File: src/rtl/mxs_pkg.sv
package mxs_pkg;

    localparam int unsigned MAX_REGS   = 64;
    localparam int unsigned XFER_BYTES = 8;
    localparam int unsigned WORD_W     = 64;

    typedef logic [WORD_W-1:0] dword_t;

    typedef enum logic [1:0] {
        SEQ_IDLE  = 2'd0,
        SEQ_ISSUE = 2'd1,
        SEQ_AWAIT = 2'd2
    } seq_state_e;

    typedef enum logic {
        DIR_LOAD  = 1'b0,
        DIR_STORE = 1'b1
    } xfer_dir_e;

    typedef struct packed {
        logic       hit;
        logic [5:0] pos;
    } pick_t;

    // Lowest set bit of a selection vector; hit is clear for an empty vector.
    function automatic pick_t lowest_set(input logic [MAX_REGS-1:0] bits);
        pick_t r;
        r.hit = 1'b0;
        r.pos = '0;
        for (int i = MAX_REGS - 1; i >= 0; i--) begin
            if (bits[i]) begin
                r.hit = 1'b1;
                r.pos = 6'(i);
            end
        end
        return r;
    endfunction

endpackage

File: src/rtl/mxs_pick.sv
module mxs_pick
    import mxs_pkg::*;
#(
    parameter int unsigned NREG = 64,
    localparam int unsigned IDXW = $clog2(NREG)
) (
    input  logic [NREG-1:0] cand,
    output logic            found,
    output logic [IDXW-1:0] idx
);

    logic [MAX_REGS-1:0] wide;
    pick_t               sel;

    assign wide  = MAX_REGS'(cand);
    assign sel   = lowest_set(wide);
    assign found = sel.hit;
    assign idx   = sel.pos[IDXW-1:0];

    // the chosen register is selected and nothing below it is.
    always_comb begin
        if (found) begin
            assert_pick_selected_R2: assert (cand[idx]);
            assert_pick_lowest_R2: assert ((cand & ((NREG'(1) << idx) - NREG'(1))) == '0);
        end else begin
            assert_pick_empty_R8: assert (cand == '0);
        end
    end

endmodule

File: src/rtl/mxs_addr.sv
module mxs_addr
    import mxs_pkg::*;
#(
    parameter int unsigned AW = 48
) (
    input  logic          clk,
    input  logic          rst,
    input  logic          load,
    input  logic          step,
    input  logic [AW-1:0] base,
    output logic [AW-1:0] addr
);

    localparam logic [AW-1:0] STRIDE = AW'(XFER_BYTES);

    always_ff @(posedge clk) begin
        if (rst) begin
            addr <= '0;
        end else if (load) begin
            addr <= base;
        end else if (step) begin
            addr <= addr + STRIDE;
        end
    end

    // the address advances only after a completed transfer, one doubleword at a time.
    assert_addr_stride_R5: assert property (@(posedge clk) disable iff (rst)
        (step && !load) |=> (addr == $past(addr) + STRIDE));
    assert_addr_hold_R5: assert property (@(posedge clk) disable iff (rst)
        (!step && !load) |=> $stable(addr));

endmodule

File: src/rtl/mxs_fsm.sv
module mxs_fsm
    import mxs_pkg::*;
#(
    parameter int unsigned NREG = 64,
    localparam int unsigned IDXW = $clog2(NREG),
    localparam int unsigned VLW  = $clog2(NREG + 1)
) (
    input  logic            clk,
    input  logic            rst,
    input  logic            start,
    input  logic            start_store,
    input  logic [NREG-1:0] start_mask,
    input  logic [VLW-1:0]  start_vl,
    output logic [NREG-1:0] cand,
    input  logic            found,
    input  logic [IDXW-1:0] pick_idx,
    output logic            req_valid,
    input  logic            req_ready,
    input  logic            rsp_valid,
    output logic            store_mode,
    output logic [IDXW-1:0] cur_idx,
    output logic            addr_load,
    output logic            addr_step,
    output logic            wr_en,
    output logic            busy,
    output logic            done
);

    seq_state_e      state_q;
    xfer_dir_e       dir_q;
    logic [NREG-1:0] rem_q;
    logic [IDXW-1:0] idx_q;
    logic            done_q;

    logic [VLW-1:0]  vl_eff;
    logic [NREG-1:0] in_range;
    logic            accept;
    logic            finish;

    assign vl_eff = (start_vl > VLW'(NREG)) ? VLW'(NREG) : start_vl;

    for (genvar g = 0; g < NREG; g++) begin : g_range
        assign in_range[g] = (VLW'(g) < vl_eff);
    end

    assign accept = start && (state_q == SEQ_IDLE);
    assign finish = (state_q == SEQ_AWAIT) && rsp_valid;

    always_comb begin
        if (state_q == SEQ_IDLE) begin
            cand = start_mask & in_range;
        end else begin
            cand = rem_q & ~(NREG'(1) << idx_q);
        end
    end

    always_ff @(posedge clk) begin
        if (rst) begin
            state_q <= SEQ_IDLE;
            dir_q   <= DIR_LOAD;
            rem_q   <= '0;
            idx_q   <= '0;
            done_q  <= 1'b0;
        end else begin
            done_q <= 1'b0;
            unique case (state_q)
                SEQ_IDLE: begin
                    if (start) begin
                        dir_q <= xfer_dir_e'(start_store);
                        rem_q <= cand;
                        idx_q <= pick_idx;
                        if (found) begin
                            state_q <= SEQ_ISSUE;
                        end else begin
                            done_q <= 1'b1;
                        end
                    end
                end
                SEQ_ISSUE: begin
                    if (req_ready) begin
                        state_q <= SEQ_AWAIT;
                    end
                end
                SEQ_AWAIT: begin
                    if (rsp_valid) begin
                        rem_q <= cand;
                        idx_q <= pick_idx;
                        if (found) begin
                            state_q <= SEQ_ISSUE;
                        end else begin
                            state_q <= SEQ_IDLE;
                            done_q  <= 1'b1;
                        end
                    end
                end
                default: state_q <= SEQ_IDLE;
            endcase
        end
    end

    assign req_valid  = (state_q == SEQ_ISSUE);
    assign store_mode = (dir_q == DIR_STORE);
    assign cur_idx    = idx_q;
    assign addr_load  = accept;
    assign addr_step  = finish;
    assign wr_en      = finish && (dir_q == DIR_LOAD);
    assign busy       = (state_q != SEQ_IDLE);
    assign done       = done_q;

    // quiet outputs right after reset.
    assert_reset_quiet_R1: assert property (@(posedge clk)
        rst |=> (!req_valid && !done && !busy && !wr_en));
    // registers are visited in strictly ascending order within a command.
    assert_ascending_R2: assert property (@(posedge clk) disable iff (rst)
        (finish && found) |=> (cur_idx > $past(cur_idx)));
    // a load never writes a register outside the remaining selection.
    assert_keep_unselected_R3: assert property (@(posedge clk) disable iff (rst)
        wr_en |-> rem_q[idx_q]);
    // a waiting request holds its register index.
    assert_req_hold_R5: assert property (@(posedge clk) disable iff (rst)
        (req_valid && !req_ready) |=> (req_valid && $stable(cur_idx)));
    // one request in flight.
    assert_one_outstanding_R6: assert property (@(posedge clk) disable iff (rst)
        (req_valid && req_ready) |=> !req_valid);
    assert_no_reissue_R6: assert property (@(posedge clk) disable iff (rst)
        (busy && !req_valid && !rsp_valid) |=> !req_valid);
    // an empty selection ends at once with no request.
    assert_empty_done_R8: assert property (@(posedge clk) disable iff (rst)
        (accept && !found) |=> (done && !req_valid && !busy));
    // done lasts one cycle.
    assert_done_single_R9: assert property (@(posedge clk) disable iff (rst)
        done |=> !done);
    // a start while busy leaves the direction alone.
    assert_busy_ignores_start_R10: assert property (@(posedge clk) disable iff (rst)
        (busy && start) |=> $stable(store_mode));

endmodule

File: src/rtl/fpr_mask_xfer_seq.sv
module fpr_mask_xfer_seq
    import mxs_pkg::*;
#(
    parameter int unsigned NREG = 64,
    parameter int unsigned AW   = 48,
    localparam int unsigned IDXW = $clog2(NREG),
    localparam int unsigned VLW  = $clog2(NREG + 1)
) (
    input  logic            clk,
    input  logic            rst,
    input  logic            start,
    input  logic            start_store,
    input  logic [AW-1:0]   start_base,
    input  logic [NREG-1:0] start_mask,
    input  logic [VLW-1:0]  start_vl,
    output logic            busy,
    output logic            done,
    output logic            mem_req_valid,
    input  logic            mem_req_ready,
    output logic            mem_req_write,
    output logic [AW-1:0]   mem_req_addr,
    output logic [63:0]     mem_req_wdata,
    input  logic            mem_rsp_valid,
    input  logic [63:0]     mem_rsp_rdata,
    output logic [IDXW-1:0] rf_rd_idx,
    input  logic [63:0]     rf_rd_data,
    output logic            rf_wr_en,
    output logic [IDXW-1:0] rf_wr_idx,
    output logic [63:0]     rf_wr_data
);

    logic [NREG-1:0] cand;
    logic            found;
    logic [IDXW-1:0] pick_idx;
    logic [IDXW-1:0] cur_idx;
    logic            addr_load;
    logic            addr_step;
    logic            store_mode;
    dword_t          load_word;

    mxs_fsm #(.NREG(NREG)) u_fsm (
        .clk        (clk),
        .rst        (rst),
        .start      (start),
        .start_store(start_store),
        .start_mask (start_mask),
        .start_vl   (start_vl),
        .cand       (cand),
        .found      (found),
        .pick_idx   (pick_idx),
        .req_valid  (mem_req_valid),
        .req_ready  (mem_req_ready),
        .rsp_valid  (mem_rsp_valid),
        .store_mode (store_mode),
        .cur_idx    (cur_idx),
        .addr_load  (addr_load),
        .addr_step  (addr_step),
        .wr_en      (rf_wr_en),
        .busy       (busy),
        .done       (done)
    );

    mxs_pick #(.NREG(NREG)) u_pick (
        .cand (cand),
        .found(found),
        .idx  (pick_idx)
    );

    mxs_addr #(.AW(AW)) u_addr (
        .clk (clk),
        .rst (rst),
        .load(addr_load),
        .step(addr_step),
        .base(start_base),
        .addr(mem_req_addr)
    );

    assign load_word     = mem_rsp_rdata;
    assign mem_req_write = store_mode;
    assign mem_req_wdata = rf_rd_data;
    assign rf_rd_idx     = cur_idx;
    assign rf_wr_idx     = cur_idx;
    assign rf_wr_data    = load_word;

    // a store request carries the register being read.
    assert_store_data_R4: assert property (@(posedge clk) disable iff (rst)
        (mem_req_valid && mem_req_write) |-> (mem_req_wdata == rf_rd_data && rf_rd_idx == rf_wr_idx));
    // the request address is stable while waiting for the port.
    assert_req_addr_hold_R5: assert property (@(posedge clk) disable iff (rst)
        (mem_req_valid && !mem_req_ready) |=> $stable(mem_req_addr));

endmodule

File: config.mk
export PLATFORM = sky130hd
export DESIGN_NAME = fpr_mask_xfer_seq
export DESIGN_NICKNAME = d
export VERILOG_FILES = /design/src/rtl/mxs_pkg.sv /design/src/rtl/mxs_pick.sv /design/src/rtl/mxs_addr.sv /design/src/rtl/mxs_fsm.sv /design/src/rtl/fpr_mask_xfer_seq.sv
export SDC_FILE = /design/constraint.sdc
export NUM_CORES = 1
export LEC_CHECK = 0
export BUFFER_PORTS_ARGS = -buffer_cell sky130_fd_sc_hd__buf_4
export CAP_MARGIN = 20
export CELL_PAD_IN_SITES_DETAIL_PLACEMENT = 2
export CELL_PAD_IN_SITES_GLOBAL_PLACEMENT = 2
export CORE_MARGIN = 8
export CORE_UTILIZATION = 22
export DETAILED_ROUTE_END_ITERATION = 7
export GPL_ROUTABILITY_DRIVEN = 1
export HOLD_SLACK_MARGIN = 0.15
export PLACE_DENSITY_LB_ADDON = 0.1
export RECOVER_POWER = 50
export SYNTH_ARGS = -nofsm -noshare
export SYNTH_HDL_FRONTEND = slang
export SYNTH_SLANG_ARGS = --single-unit
File: constraint.sdc
create_clock -name clk -period 2.6 [get_ports clk]
set_input_delay 0.52 -clock clk [delete_from_list [all_inputs] [get_ports clk]]
set_output_delay 0.52 -clock clk [all_outputs]
set_load 0.05 [all_outputs]
==> metrics.md <==
| Metric | Value |
|---|---|
| I/O pins | `roughly 450` |
| First-pass DRT Iterations | `5` |
| Post-synth ARST share | `0%` |
| Crit path kind | `register to register` |
| Flop2flop setup slack | `-0.09 ns` |
| Net Sw Frac | `36.3%` |
| Avg Cell Area, Syn | `roughly 7.5 µm²` |
| Syn-to-layout area delta | `47.8%` |
| Final hold vios | `0` |
| Minimum clock period | `2.69 ns` |
| Leakage power | `around 5 nW` |
| Die width | `approximately 220 µm` |
| Launching element type of the critical path | `register` |
| Antenna Cells | `0` |
| VDD IR max | `480 µV` |
| Clock root cell | `clkbuf_16` |
| Antenna violations before repair | `0` |
| Comb pwr share | `between 30% and 40%` |
| Data required, critical path | `between 2 and 3 ns` |
| Routed Wire Length | `46400 µm` |
| DR vias | `10000` |
| Final Power | `0.00718 W` |
| Avg WL per Cell | `approximately 24 µm` |
| Post-Synth Simple-Gate Area | `23.3%` |
| Share of post-route cells with drive strength above 1 | `41.0%` |
| Failing checks | `setup timing` |
| Met2 WL | `22100 µm` |
| Clock power frac | `35.0%` |
| Pin count of the biggest net entering global routing | `approximately 130` |
| HPWL after detailed placement | `36600 µm` |
| Pwr/cell area | `558 nW/µm²` |
| DR vias/cell | `5.08` |
| Outcome | `finished, violations left` |
| Util after Layout | `32.7%` |
| Metal-1 WL | `20700 µm` |
| RSZ-0062 raised after global routing | `yes` |
| Clock transition at path regs | `0.07 ns` |
| CP endpoint kind | `register` |
| # Max-Cap Violations | `0` |
| Worst-Skew Late Latency | `0.45 ns` |
| Synth top area cells | `dfxtp_1 (28%), buf_4 (12%), a211oi_1 (8.4%), nor2_1 (6.1%), o21ai_0 (4.4%)` |
| Part of the power in registers | `a little under a third` |
| Yosys cell types | `74` |
| Arrival time worst endpoint | `3.02 ns` |
| Area of the mapped netlist | `8720 µm²` |
| Die footprint | `46200 µm²` |
| Hold WS | `0.313 ns` |
| EDFF count, synth | `0` |
| Slew headroom | `52.7%` |
| Combinational family with the most area after synthesis | `compound AO/OA/AOI/OAI gates` |
| Initial Util | `between 20% and 30%` |
| Pins Over Slew Limit | `0` |
| Register area | `2480 µm²` |
| Post-Synth Adder-Cell Area | `0.144%` |
| Most common cell after layout, fill and taps aside | `buf_4` |
| Multi-input gate area | `5470 µm²` |
| Buffers on Ports | `around 190` |
| Sw power | `0.00261 W` |
| Global-route usage over all layers | `19.3%` |
| RD Place Congestion | `0.877` |
| Clock sink count | `122` |
| Core region area | `around 39000 µm²` |
| CTS max path bufs | `2` |
| Worst Setup Slack, final | `-0.0915 ns` |
| Max Used Layer | `met5` |
| First-pass GRT wire length | `~69000 µm` |
| Die Y | `215 µm` |
| Placement Setup Slack | `-0.689 ns` |
| Compound-cell area share of the yosys netlist | `29.4%` |
| CP Max Fanout | `6` |
| Setup violators final | `3` |
| Highest Clock Rate | `372 MHz` |
| #FFs+latches synth | `122` |
| Grt total ovfl | `0` |
| Post-CTS Hold Buffers | `0` |
| Worst-Margin Slew | `0.713 ns` |
| DRC viols | `0` |
| Mux cell area share after synthesis | `0.230%` |
| Nets@finish | `1691` |
| # rows | `73` |
| CTS buffer count | `17` |
| Number of global-route vias before repair | `11000` |
| DR iter-0 viols | `410` |
| Post-synthesis cell count | `1169` |
| Top cell type's share of synthesized area | `28.0%` |
| Synth Area in XOR/XNOR | `under 10%` |
| H-tree depth | `4` |
| Syn nets | `between 1000 and 1500` |
| CTS tree | `built` |
| Post-route ant nets | `0` |
| Most frequent cells in the layout | `buf_4 (416), nor2_1 (135), dfxtp_1 (108), a211oi_1 (97), nand2_1 (85)` |
| Met3 WL post-DR | `2630 µm` |
| Final period util | `104%` |
| Post-synth top area cell | `dfxtp_1` |
| Fill cell count | `around 4600` |
| Sequential area share after synthesis | `28.0%` |
| Pint | `between 0.004 and 0.005 W` |
| Yosys warns | `0` |
| Top_reg_cell synth | `dfxtp_1` |
| Clk_skew | `approximately 0.0092 ns` |
| Hold Crit Class | `input pin to register` |
## registers in the layout, summed over array words and instances (netlist names)
| name | cells |
|---|---|
| u_addr.addr | 48 |
| u_fsm.store_mode | 1 |
| u_fsm.state_q | 2 |
| u_fsm.cur_idx | 6 |
| u_fsm.done | 1 |
| u_fsm.rem_q | 64 |
## logic make-up after synthesis
group | Yosys count
buffers and inverters | 230
adder cells (fa/ha/maj) | 1
XOR/XNOR | 30
multiplexers | 2
flip-flops | 122
AND/OR/NAND/NOR | 403
AO/OA/AOI/OAI | 381
## path summary, 6_finish.rpt
kind                    startpoint               end  cells past startpoint
setup / recovery  u_fsm.cur_idx[1]  u_fsm.cur_idx[0]                     10
hold / removal       start_base[3]    u_addr.addr[3]                      3
hold reg to reg     u_addr.addr[1]    u_addr.addr[1]                      2
setup reg to reg  u_fsm.cur_idx[1]  u_fsm.cur_idx[0]                     10
## worst max-delay path, stage by stage (launching register included)
cell and delay (ns):
dfxtp_4 0.39, buf_6 0.14, nor4b_4 0.35, buf_4 0.21
a21oi_4 0.06, a31o_4 0.22, a311oi_2 0.25, o211ai_1 0.21
or3_4 0.48, a211oi_2 0.19, nor3_2 0.06
## routing by layer
metal | GRT usage, % | vias up
li1 | - | 4718
met1 | 23.8 | 4942
met2 | 32.2 | 324
met3 | 5.81 | 52
met4 | 5.63 | 2
met5 | 0.859 | -
## power by group through the flow
| stage | Combinational [W] | Sequential, W | Clock (W) |
|---|---|---|---|
| detailed placement | 0.00235 | 0.00223 | 0 |
| finish | 0.00247 | 0.00219 | 0.00251 |
| CTS | 0.00242 | 0.00220 | 0.00261 |
| global placement | 0.00233 | 0.00223 | 0 |
| floorplan | 0.00146 | 0.00244 | 0 |
| global route | 0.00266 | 0.00222 | 0.00267 |
## final cells by class
type	instances	share of cell area, %
timing repair buffer	461	28.1
multi-input combinational	817	42.4
sequential	122	19.2
clock buffer	22	3.68
inverter	18	0.544
tap	525	5.10
clock inverter	10	0.893
## repair_timing
item	4_1_cts	5_1_grt
endpoints found under the setup margin	20	18
pin swaps	4	48
buffers inserted	3	18
gates resized for setup	37	71
## synthesized netlist by cell type, drive strengths merged, types with 11 or more instances
| cell type | number |
|---|---|
| a211oi | 100 |
| a21oi | 67 |
| a311oi | 12 |
| a31oi | 51 |
| and2 | 11 |
| and3 | 11 |
| buf | 154 |
| clkbuf | 58 |
| dfxtp | 122 |
| inv | 18 |
| nand2 | 90 |
| nand3 | 38 |
| nand4 | 22 |
| nor2 | 143 |
| nor2b | 11 |
| nor3 | 19 |
| o211a | 11 |
| o21ai | 76 |
| xor2 | 20 |
## through the flow
step / TNS (ns) / cell area, µm² / cells
3_5_place_dp: -3.73 / 11700 / 1922
3_3_place_gp: -3.65 / 11700 / 1922
6_report: -0.186 / 12900 / 1975
2_1_floorplan: -0.00957 / 8850 / 1169
4_1_cts: -0.330 / 12500 / 1957
5_1_grt: -1.17 / 12900 / 1975
Note: power is estimated with default switching activity, not from simulation.
